## config.mk

```make
export PLATFORM = sky130hd
export DESIGN_NAME = bus_arbiter
export DESIGN_NICKNAME = d
export VERILOG_FILES = /design/src/rtl/arb_pkg.sv /design/src/rtl/arb_fixed_pick.sv /design/src/rtl/arb_lru_order.sv /design/src/rtl/arb_andor_mux.sv /design/src/rtl/bus_arbiter.sv
export SDC_FILE = /design/constraint.sdc
export NUM_CORES = 1
export LEC_CHECK = 0
export CAP_MARGIN = 20
export CORE_AREA = 2 2 139 141
export DETAILED_ROUTE_END_ITERATION = 8
export DIE_AREA = 0 0 141 143
export GPL_TIMING_DRIVEN = 0
export SYNTH_ARGS = -nofsm -noshare
export SYNTH_HDL_FRONTEND = slang
export SYNTH_SLANG_ARGS = --single-unit
```

## constraint.sdc

```tcl
create_clock -name clk -period 8.39 [get_ports clk]
set_clock_uncertainty 0.2 [all_clocks]
set_input_delay 2.0975 -clock clk [delete_from_list [all_inputs] [get_ports clk]]
set_output_delay 2.0975 -clock clk [all_outputs]
set_load 0.05 [all_outputs]
```

## src/rtl/arb_pkg.sv

```systemverilog
// Package: shared types and helpers for the bus arbiter.
// Assumes one-hot inputs to onehot_to_idx; a zero vector maps to index 0.
package arb_pkg;

    typedef enum logic {
        ARB_FIXED = 1'b0,
        ARB_LRU   = 1'b1
    } arb_mode_e;

    localparam int MAX_MASTERS = 16;
    localparam int IDX_W       = 4;

    // Convert a one-hot vector of up to MAX_MASTERS bits into its index.
    function automatic logic [IDX_W-1:0] onehot_to_idx(input logic [MAX_MASTERS-1:0] oh);
        logic [IDX_W-1:0] idx;
        idx = '0;
        for (int i = 0; i < MAX_MASTERS; i++) begin
            if (oh[i]) idx = IDX_W'(i);
        end
        return idx;
    endfunction

endpackage

```

## src/rtl/arb_fixed_pick.sv

```systemverilog
// Fixed-priority picker: returns a one-hot vector marking the lowest-index
// set bit of req, or zero when req is zero. Purely combinational.
module arb_fixed_pick #(
    parameter int N = 4
) (
    input  logic [N-1:0] req,
    output logic [N-1:0] pick
);

    // Scan from the top down so the lowest requesting index is written last.
    always_comb begin
        pick = '0;
        for (int i = N - 1; i >= 0; i--) begin
            if (req[i]) begin
                pick    = '0;
                pick[i] = 1'b1;
            end
        end
    end

endmodule

```

## src/rtl/arb_lru_order.sv

```systemverilog
// Least-recently-used picker. Holds a recency list of master indices
// (slot 0 = least recent) and picks the first listed master that requests.
// On upd, master upd_idx is taken out of the list and appended at the end.
// Assumes upd_idx < N whenever upd is high.
module arb_lru_order
    import arb_pkg::*;
#(
    parameter int N = 4
) (
    input  logic             clk,
    input  logic             rst_n,
    input  logic [N-1:0]     req,
    input  logic             upd,
    input  logic [IDX_W-1:0] upd_idx,
    output logic [N-1:0]     pick
);

    logic [IDX_W-1:0] order_q [N];
    logic [IDX_W-1:0] order_d [N];

    // Pick the earliest entry in the recency list whose request is high.
    always_comb begin
        logic found;
        found = 1'b0;
        pick  = '0;
        for (int k = 0; k < N; k++) begin
            if (!found && req[order_q[k]]) begin
                pick[order_q[k]] = 1'b1;
                found            = 1'b1;
            end
        end
    end

    // Build the next list: close the gap left by upd_idx, append it last.
    always_comb begin
        logic seen;
        seen = 1'b0;
        for (int k = 0; k < N; k++) begin
            if (order_q[k] == upd_idx) seen = 1'b1;
            if (k == N - 1)
                order_d[k] = upd_idx;
            else if (seen || order_q[k] == upd_idx)
                order_d[k] = order_q[k + 1];
            else
                order_d[k] = order_q[k];
        end
    end

    // Register the list; reset restores index order.
    always_ff @(posedge clk) begin
        if (!rst_n) begin
            for (int k = 0; k < N; k++) order_q[k] <= IDX_W'(k);
        end else if (upd) begin
            for (int k = 0; k < N; k++) order_q[k] <= order_d[k];
        end
    end

endmodule

```

## src/rtl/arb_andor_mux.sv

```systemverilog
// AND-OR bus combiner: gates each master's W-bit slice with its select bit
// and ORs the results. Assumes sel is one-hot or zero; zero gives all zeros.
module arb_andor_mux #(
    parameter int N = 4,
    parameter int W = 32
) (
    input  logic [N-1:0]   sel,
    input  logic [N*W-1:0] src,
    output logic [W-1:0]   dst
);

    logic [W-1:0] gated [N];

    // One gating term per master.
    for (genvar i = 0; i < N; i++) begin : g_gate
        assign gated[i] = src[i*W +: W] & {W{sel[i]}};
    end

    // OR all gated slices onto the shared line.
    always_comb begin
        dst = '0;
        for (int i = 0; i < N; i++) dst = dst | gated[i];
    end

endmodule

```

## src/rtl/bus_arbiter.sv

```systemverilog
// Multi-master bus arbiter. Registers a one-hot-or-zero grant chosen by
// fixed or LRU priority, holds it while the owner's lock is high, and drives
// the shared bus by AND-OR combining master outputs under the grant.
// Assumes inputs are synchronous to clk; only the owner's lock bit matters.
module bus_arbiter
    import arb_pkg::*;
#(
    parameter int N_MASTERS = 4,
    parameter int ADDR_W    = 32,
    parameter int DATA_W    = 32,
    parameter int CTRL_W    = 4
) (
    input  logic                          clk,
    input  logic                          rst_n,
    input  logic                          mode_sel,
    input  logic [N_MASTERS-1:0]          req,
    input  logic [N_MASTERS-1:0]          lock,
    input  logic [N_MASTERS*ADDR_W-1:0]   m_addr,
    input  logic [N_MASTERS*DATA_W-1:0]   m_wdata,
    input  logic [N_MASTERS*CTRL_W-1:0]   m_ctrl,
    output logic [N_MASTERS-1:0]          gnt,
    output logic [ADDR_W-1:0]             bus_addr,
    output logic [DATA_W-1:0]             bus_wdata,
    output logic [CTRL_W-1:0]             bus_ctrl
);

    localparam int PAD_W = MAX_MASTERS - N_MASTERS;

    arb_mode_e              mode;
    logic [N_MASTERS-1:0]   gnt_q;
    logic [N_MASTERS-1:0]   fix_pick;
    logic [N_MASTERS-1:0]   lru_pick;
    logic [N_MASTERS-1:0]   win;
    logic                   owner_busy;
    logic                   rearb;
    logic [IDX_W-1:0]       win_idx;

    assign mode       = arb_mode_e'(mode_sel);
    assign owner_busy = |(gnt_q & lock);
    assign rearb      = !owner_busy;

    arb_fixed_pick #(.N(N_MASTERS)) i_fixed (
        .req  (req),
        .pick (fix_pick)
    );

    arb_lru_order #(.N(N_MASTERS)) i_lru (
        .clk     (clk),
        .rst_n   (rst_n),
        .req     (req),
        .upd     (rearb && (|win)),
        .upd_idx (win_idx),
        .pick    (lru_pick)
    );

    // Select the winner according to the current mode.
    always_comb begin
        win = (mode == ARB_LRU) ? lru_pick : fix_pick;
    end

    // Index of the winner, fed to the recency list.
    generate
        if (PAD_W > 0) begin : g_pad
            assign win_idx = onehot_to_idx({{PAD_W{1'b0}}, win});
        end else begin : g_nopad
            assign win_idx = onehot_to_idx(win);
        end
    endgenerate

    // Grant register: hold while the owner is busy, else take the new winner.
    always_ff @(posedge clk) begin
        if (!rst_n)     gnt_q <= '0;
        else if (rearb) gnt_q <= win;
    end

    assign gnt = gnt_q;

    arb_andor_mux #(.N(N_MASTERS), .W(ADDR_W)) i_mux_addr (
        .sel (gnt_q), .src (m_addr), .dst (bus_addr)
    );

    arb_andor_mux #(.N(N_MASTERS), .W(DATA_W)) i_mux_data (
        .sel (gnt_q), .src (m_wdata), .dst (bus_wdata)
    );

    arb_andor_mux #(.N(N_MASTERS), .W(CTRL_W)) i_mux_ctrl (
        .sel (gnt_q), .src (m_ctrl), .dst (bus_ctrl)
    );

endmodule

```

==> reports/results.ini, run 1 <==
[setup_path]
critical_path_arrival_ps = 3680
endpoint_kind = output port
r2r_start = i_lru.order_q[1][1]$_SDFFCE_PN0P_
worstPathRequired_ps = 6090
cp_max_fo = 1
start_kind = primary input
cp-startpoint = m_addr[66]
path_class = primary input to output port

[logic_synthesis]
yosysMostFrequentCell = a22oi_1
yosys-top-cells-area = a22oi_1, nand2_1, edfxtp_1, clkbuf_1, dfxtp_1
syn-cell-area_um2 = 2560
yosysWarnings = 0
ys_ff_latch = 12
synthDistinctLibCells = 51
synthesis.nets = 649
syn_area_per_cell_um2 = 6.99
yosysTopAreaCell = a22oi_1
yosys_most_used_dff = edfxtp_1
synthTopCellsByCount = a22oi_1, nand2_1, clkbuf_1, edfxtp_1, o21ai_0
syn_inst = 366
ys_async_sr_fraction_pct = 0
synth_edf_count = 8
netlist.area_leader.share_pct = 40.2
ys_seq_area_share_pct = 12.5

[floorplanning]
initial_core_util_pct = 13.8
io_pins = 355
die_area_um2 = 20200
fp.dieW_um = 141
rows = 50
core_area_um2 = 18600
die_h_um = 143

[run_status]
status = finished clean

[cts]
worst_skew_pair.late_latency_ps = 240
cts-root-buf = clkbuf_16
cts.repair.resized = 0
cts_buffer_depth = 2
cts_buffers = 3
holdBufCountCts = 0
clkSinkCount = 12
clk_pin_slew_ps = 40
cts_tree = built
htreeDepth = 1
post_cts.repair.setup_buffers = 0

[sta]
holdWs_ps = 521
slew_viol_final = 0
fin_crit_sh_pct = 71.2
fmax_ghz = 0.167
rsz0062_at_grt = no
finalSetupViolCount = 0
hold_viol = 0
slew-limit-headroom_pct = 49.2
fin_setup_tns_ps = 0
period_needed_ps = 5980
tightestPinTransition_ps = 761

[final_layout]
postLayoutCoreUtil_pct = 34.9
nFillCells = 2002
drive_gt1_share_pct = 2.90
area_growth_syn_to_layout_pct = 153
final_nets = 1008

[hold_path]
hp-start = i_lru.order_q[3][1]$_SDFFCE_PN1P_
worstHoldPathType = flip-flop to flip-flop

[detailed_routing]
drtIter0Drc = 230
ant_nets = 0
firstDrtPassIters = 5
drc_errors = 0
vias_per_cell = 4.68
wire_per_inst_um = 20.0
drt-total-wl_um = 19200
vias = 4499

[grt]
grt_antenna_before_repair = 6
grt_pass1_vias = 4405
grtUsageTotal_pct = 17.4
grt_pass1_wl_um = 27100
grt_start_max_net_pins = 11
grt_overflow = 0

[run]
cap_violations = 0

[pwr]
p_per_area_nw_per_um2 = 193
ir_drop_v = 0.0000958
p_leak_nw = 2.42
power_mw = 1.25

[placement]
dp_hpwl_um = 16000
gp_congestion = 0.813
io_buffers = 354

layout make-up:
type	instances	area, µm²	area share [%]
timing repair buffer	354	3540	54.7
multi-input combinational	310	2060	31.7
sequential	12	320	4.94
tap	234	293	4.52
buffer	39	161	2.49
clock buffer	3	75.1	1.16
inverter	5	18.8	0.289
antenna	4	10.0	0.154
clock inverter	1	3.75	0.0579
registers in the layout, indices dropped and copies added, names as in the netlist:
register / count
gnt: 4
i_lru.order_q: 8
cells in the final DEF, fill, tap and decap left out, types with 5 or more instances in the layout:
cell type,n
inv_1,5
and2_1,5
nor3_1,6
nor2_1,5
o211ai_1,6
a22oi_1,137
o21ai_0,8
clkbuf_1,30
or3_1,6
a21oi_1,7
clkdlybuf4s50_1,354
nand2_1,81
edfxtp_1,8
per-stage QoR:
stage	area [µm²]	worst slack, ps	std cells
final	6480	2410	962
after global routing	6470	2340	958
after CTS	6470	2360	958
after detailed placement	6390	2370	954
after global placement	6390	2370	954
after floorplan	2560	3530	366
power breakdown:
group	leakage (nW)	internal, mW	total [mW]	switching, mW
combinational	2.27	0.412	1.07	0.660
clock	0.0386	0.0627	0.0867	0.0240
sequential	0.108	0.0820	0.0914	0.00935
total	2.42	0.556	1.25	0.693
logic make-up (layout without fill, tap and decap cells):
kind of cell | count (synthesis) | in the layout | share of synthesized area, %
DFF | 12 | 12 | 12.5
and+or+nand+nor | 121 | 121 | 22.2
xor gates and xnor gates | 3 | 3 | 1.03
other | 0 | 4 | 0
muxes | 4 | 4 | 2.93
buffers and inverters | 44 | 402 | 7.04
AOI/OAI and AO/OA | 182 | 182 | 54.3
critical path, stage by stage:
cell and delay (ps):
clkdlybuf4s50_1 500, a22oi_1 120, nand2_1 110, clkdlybuf4s50_1 850
path summary, 6_finish.rpt:
| check | endpoint | slack, ps | depth (start not counted) |
|---|---|---|---|
| worst max-delay path | bus_addr[2] | 2410 | 4 |
| worst min-delay path | i_lru.order_q[2][1]$_SDFFCE_PN1P_ | 520 | 1 |
| worst max register to register | i_lru.order_q[2][0]$_SDFFCE_PN0P_ | 5480 | 8 |
| worst min register to register | i_lru.order_q[2][1]$_SDFFCE_PN1P_ | 520 | 1 |
per-layer routing:
layer	up-vias	share of wire (%)	GRT usage (%)
met4	4	0.12	0.526
met3	10	9.8	6.24
li1	2181	-	-
met5	-	0.11	0
met1	2066	41	21.5
met2	238	49	30.9
Note: power is estimated with default switching activity, not from simulation.
==> inputs of run 2 (changes only) <==
Clock period 8.39 ns to 6 ns, I/O delays scaled along.
==> results of run 2 <==
Same layout as run 1 (identical final DEF). Status: finished clean.
Main changes from that run: setup slack after placement 2370 ps -> 1180 ps; setup slack after layout 2410 ps -> 1120 ps; start point of the critical path m_addr[66] -> gnt[0]$_SDFFE_PN0N_; end point of the critical path bus_addr[2] -> bus_wdata[24]; register-to-register setup slack 5480 ps -> 3090 ps; total power 1.25 mW -> 1.75 mW; worst IR drop on VDD 0.0000958 V -> 0.000134 V
==> inputs of run 3 (changes only) <==
Settings changed: CORE_AREA 2 2 139 141 to 2 2 137 139, DIE_AREA 0 0 141 143 to 0 0 139 141.
Clock period 6 ns to 4 ns, I/O delays scaled along.
==> run 3 against run 2 <==
Against the previous run:
- register-to-register slack worse by 2000 ps
- critical path depth is 2 lower
- sequential cell count stayed put
- critical path type is now primary input to output port
- critical endpoint is now bus_addr[1]
- largest cell class unchanged
- highest routed layer is now met4
==> reports/results.ini, run 3 (same netlist as run 1, synthesis figures left out) <==
[run_status]
status = finished clean

[setup_path]
worstPathBufferInverterCount = 2
critical_path_arrival_ps = 2580
cp_num_cells = 4
worstPathRequired_ps = 2800
reg2regPathDepth = 8
endpoint = bus_addr[1]
start_kind = primary input
cp_max_fo = 1
path_class = primary input to output port
r2r_setup_slack_ps = 1080
endpoint_kind = output port
slowest_stage = clkdlybuf4s50_1
crit_chain = clkdlybuf4s50_1 -> a22oi_1 -> nand2_1 -> clkdlybuf4s50_1
cp_top_family = buffers and inverters
r2r_end = i_lru.order_q[0][1]$_SDFFCE_PN0P_
cp-startpoint = m_addr[97]
critical_path.max_stage_delay_ps = 830
crit_path_frequent_cell = clkdlybuf4s50_1
r2r_start = i_lru.order_q[2][0]$_SDFFCE_PN0P_

[final_layout]
top_register = i_lru.order_q
largest_reg_flops = 8
final_nets = 1003
postLayoutCoreUtil_pct = 35.4
num_antenna_cells = 0
finalNonFillerCells = 953
area_growth_syn_to_layout_pct = 153
final_common_cell = clkdlybuf4s50_1
layout_common_cells = clkdlybuf4s50_1, a22oi_1, nand2_1
drive_gt1_share_pct = 3.89

[cts]
cts-root-buf = clkbuf_16
cts_buffers = 3
htreeDepth = 1
cts.repair.resized = 11
clkSinkCount = 12
worst_skew_pair.late_latency_ps = 240
cts_buffer_depth = 2
clk_pin_slew_ps = 40
cts_tree = built
post_cts.repair.setup_buffers = 0
holdBufCountCts = 0

[hold_path]
worstHoldPathType = flip-flop to flip-flop

[detailed_routing]
drt-total-wl_um = 17900
firstDrtPassIters = 4
drc_errors = 0
vias_per_cell = 4.68
ant_nets = 0
drtIter0Drc = 223
vias = 4462
wire_per_inst_um = 18.8

[placement]
dp_hpwl_um = 14900
gp_congestion = 0.830
place_inst = 954
io_buffers = 354

[floorplanning]
rows = 50
core_area_um2 = 18300
fp.dieW_um = 139
io_pins = 355
die_h_um = 141
die_area_um2 = 19600
initial_core_util_pct = 14.0

[run]
cap_violations = 0

[sta]
rsz0062_at_grt = no
finalSetupViolCount = 0
fmax_ghz = 0.265
slew-limit-headroom_pct = 51.0
hold_viol = 0
fin_crit_sh_pct = 94.5
period_needed_ps = 3780
tightestPinTransition_ps = 735
slew_viol_final = 0

[pwr]
p_per_area_nw_per_um2 = 403
power_mw = 2.60
p_leak_nw = 2.44
ir_drop_v = 0.000212

[grt]
grt_pass1_vias = 4457
grt_overflow = 0
grtUsageTotal_pct = 17.0
grt_antenna_before_repair = 0
grt_pass1_wl_um = 26300
grt_start_max_net_pins = 11

[run 3: changes by cell type in the layout (fill, tap and decap cells not counted), sizes merged]
cell,change
clkdlybuf4s50,-4
buf,-1
diode,-4
clkbuf,-4
dlygate4sd2,+4
[run 3: layout make-up]
cell class | instances | area, µm²
clock buffer | 3 | 75.1
sequential | 12 | 322
clock inverter | 1 | 3.75
inverter | 5 | 18.8
timing repair buffer | 354 | 3540
multi-input combinational | 310 | 2060
buffer | 34 | 153
tap | 234 | 293
fill | 1925 | 11800
[run 3: stage by stage]
stage          hold slack (ps)  cell area [µm²]  setup TNS (ps)  worst slack [ps]
3_5_place_dp               528             6390           -2360              -245
5_1_grt                    574             6460               0              9.82
6_report                   541             6460               0               220
4_1_cts                    537             6470               0              3.37
2_1_floorplan              431             2560               0               715
3_3_place_gp               528             6390           -2490              -246
[run 3: report_power, final]
group          internal (mW)  switching, mW  leakage [nW]
sequential             0.172         0.0340         0.109
clock                  0.132         0.0525        0.0385
combinational          0.855           1.36          2.30
total                   1.16           1.45          2.44
[run 3: per-layer routing]
metal,track usage [%],share of wire (%),up-vias
met5,0,0,-
met4,1.75,0.98,0
met1,21.8,42,2045
li1,-,-,2156
met3,3.40,7.2,10
met2,30.4,50,251
[run 3: worst min path at each step]
| stage | startpoint | end | depth (start not counted) |
|---|---|---|---|
| 3_5_place_dp | i_lru.order_q[3][1]$_SDFFCE_PN1P_ | i_lru.order_q[2][1]$_SDFFCE_PN1P_ | 1 |
| 4_1_cts | i_lru.order_q[3][1]$_SDFFCE_PN1P_ | i_lru.order_q[2][1]$_SDFFCE_PN1P_ | 1 |
| 2_1_floorplan | i_lru.order_q[3][1]$_SDFFCE_PN1P_ | i_lru.order_q[2][1]$_SDFFCE_PN1P_ | 1 |
| 6_report | i_lru.order_q[3][1]$_SDFFCE_PN1P_ | i_lru.order_q[2][1]$_SDFFCE_PN1P_ | 1 |
| 3_3_place_gp | i_lru.order_q[3][1]$_SDFFCE_PN1P_ | i_lru.order_q[2][1]$_SDFFCE_PN1P_ | 1 |
| 5_1_grt | i_lru.order_q[3][1]$_SDFFCE_PN1P_ | i_lru.order_q[2][1]$_SDFFCE_PN1P_ | 1 |
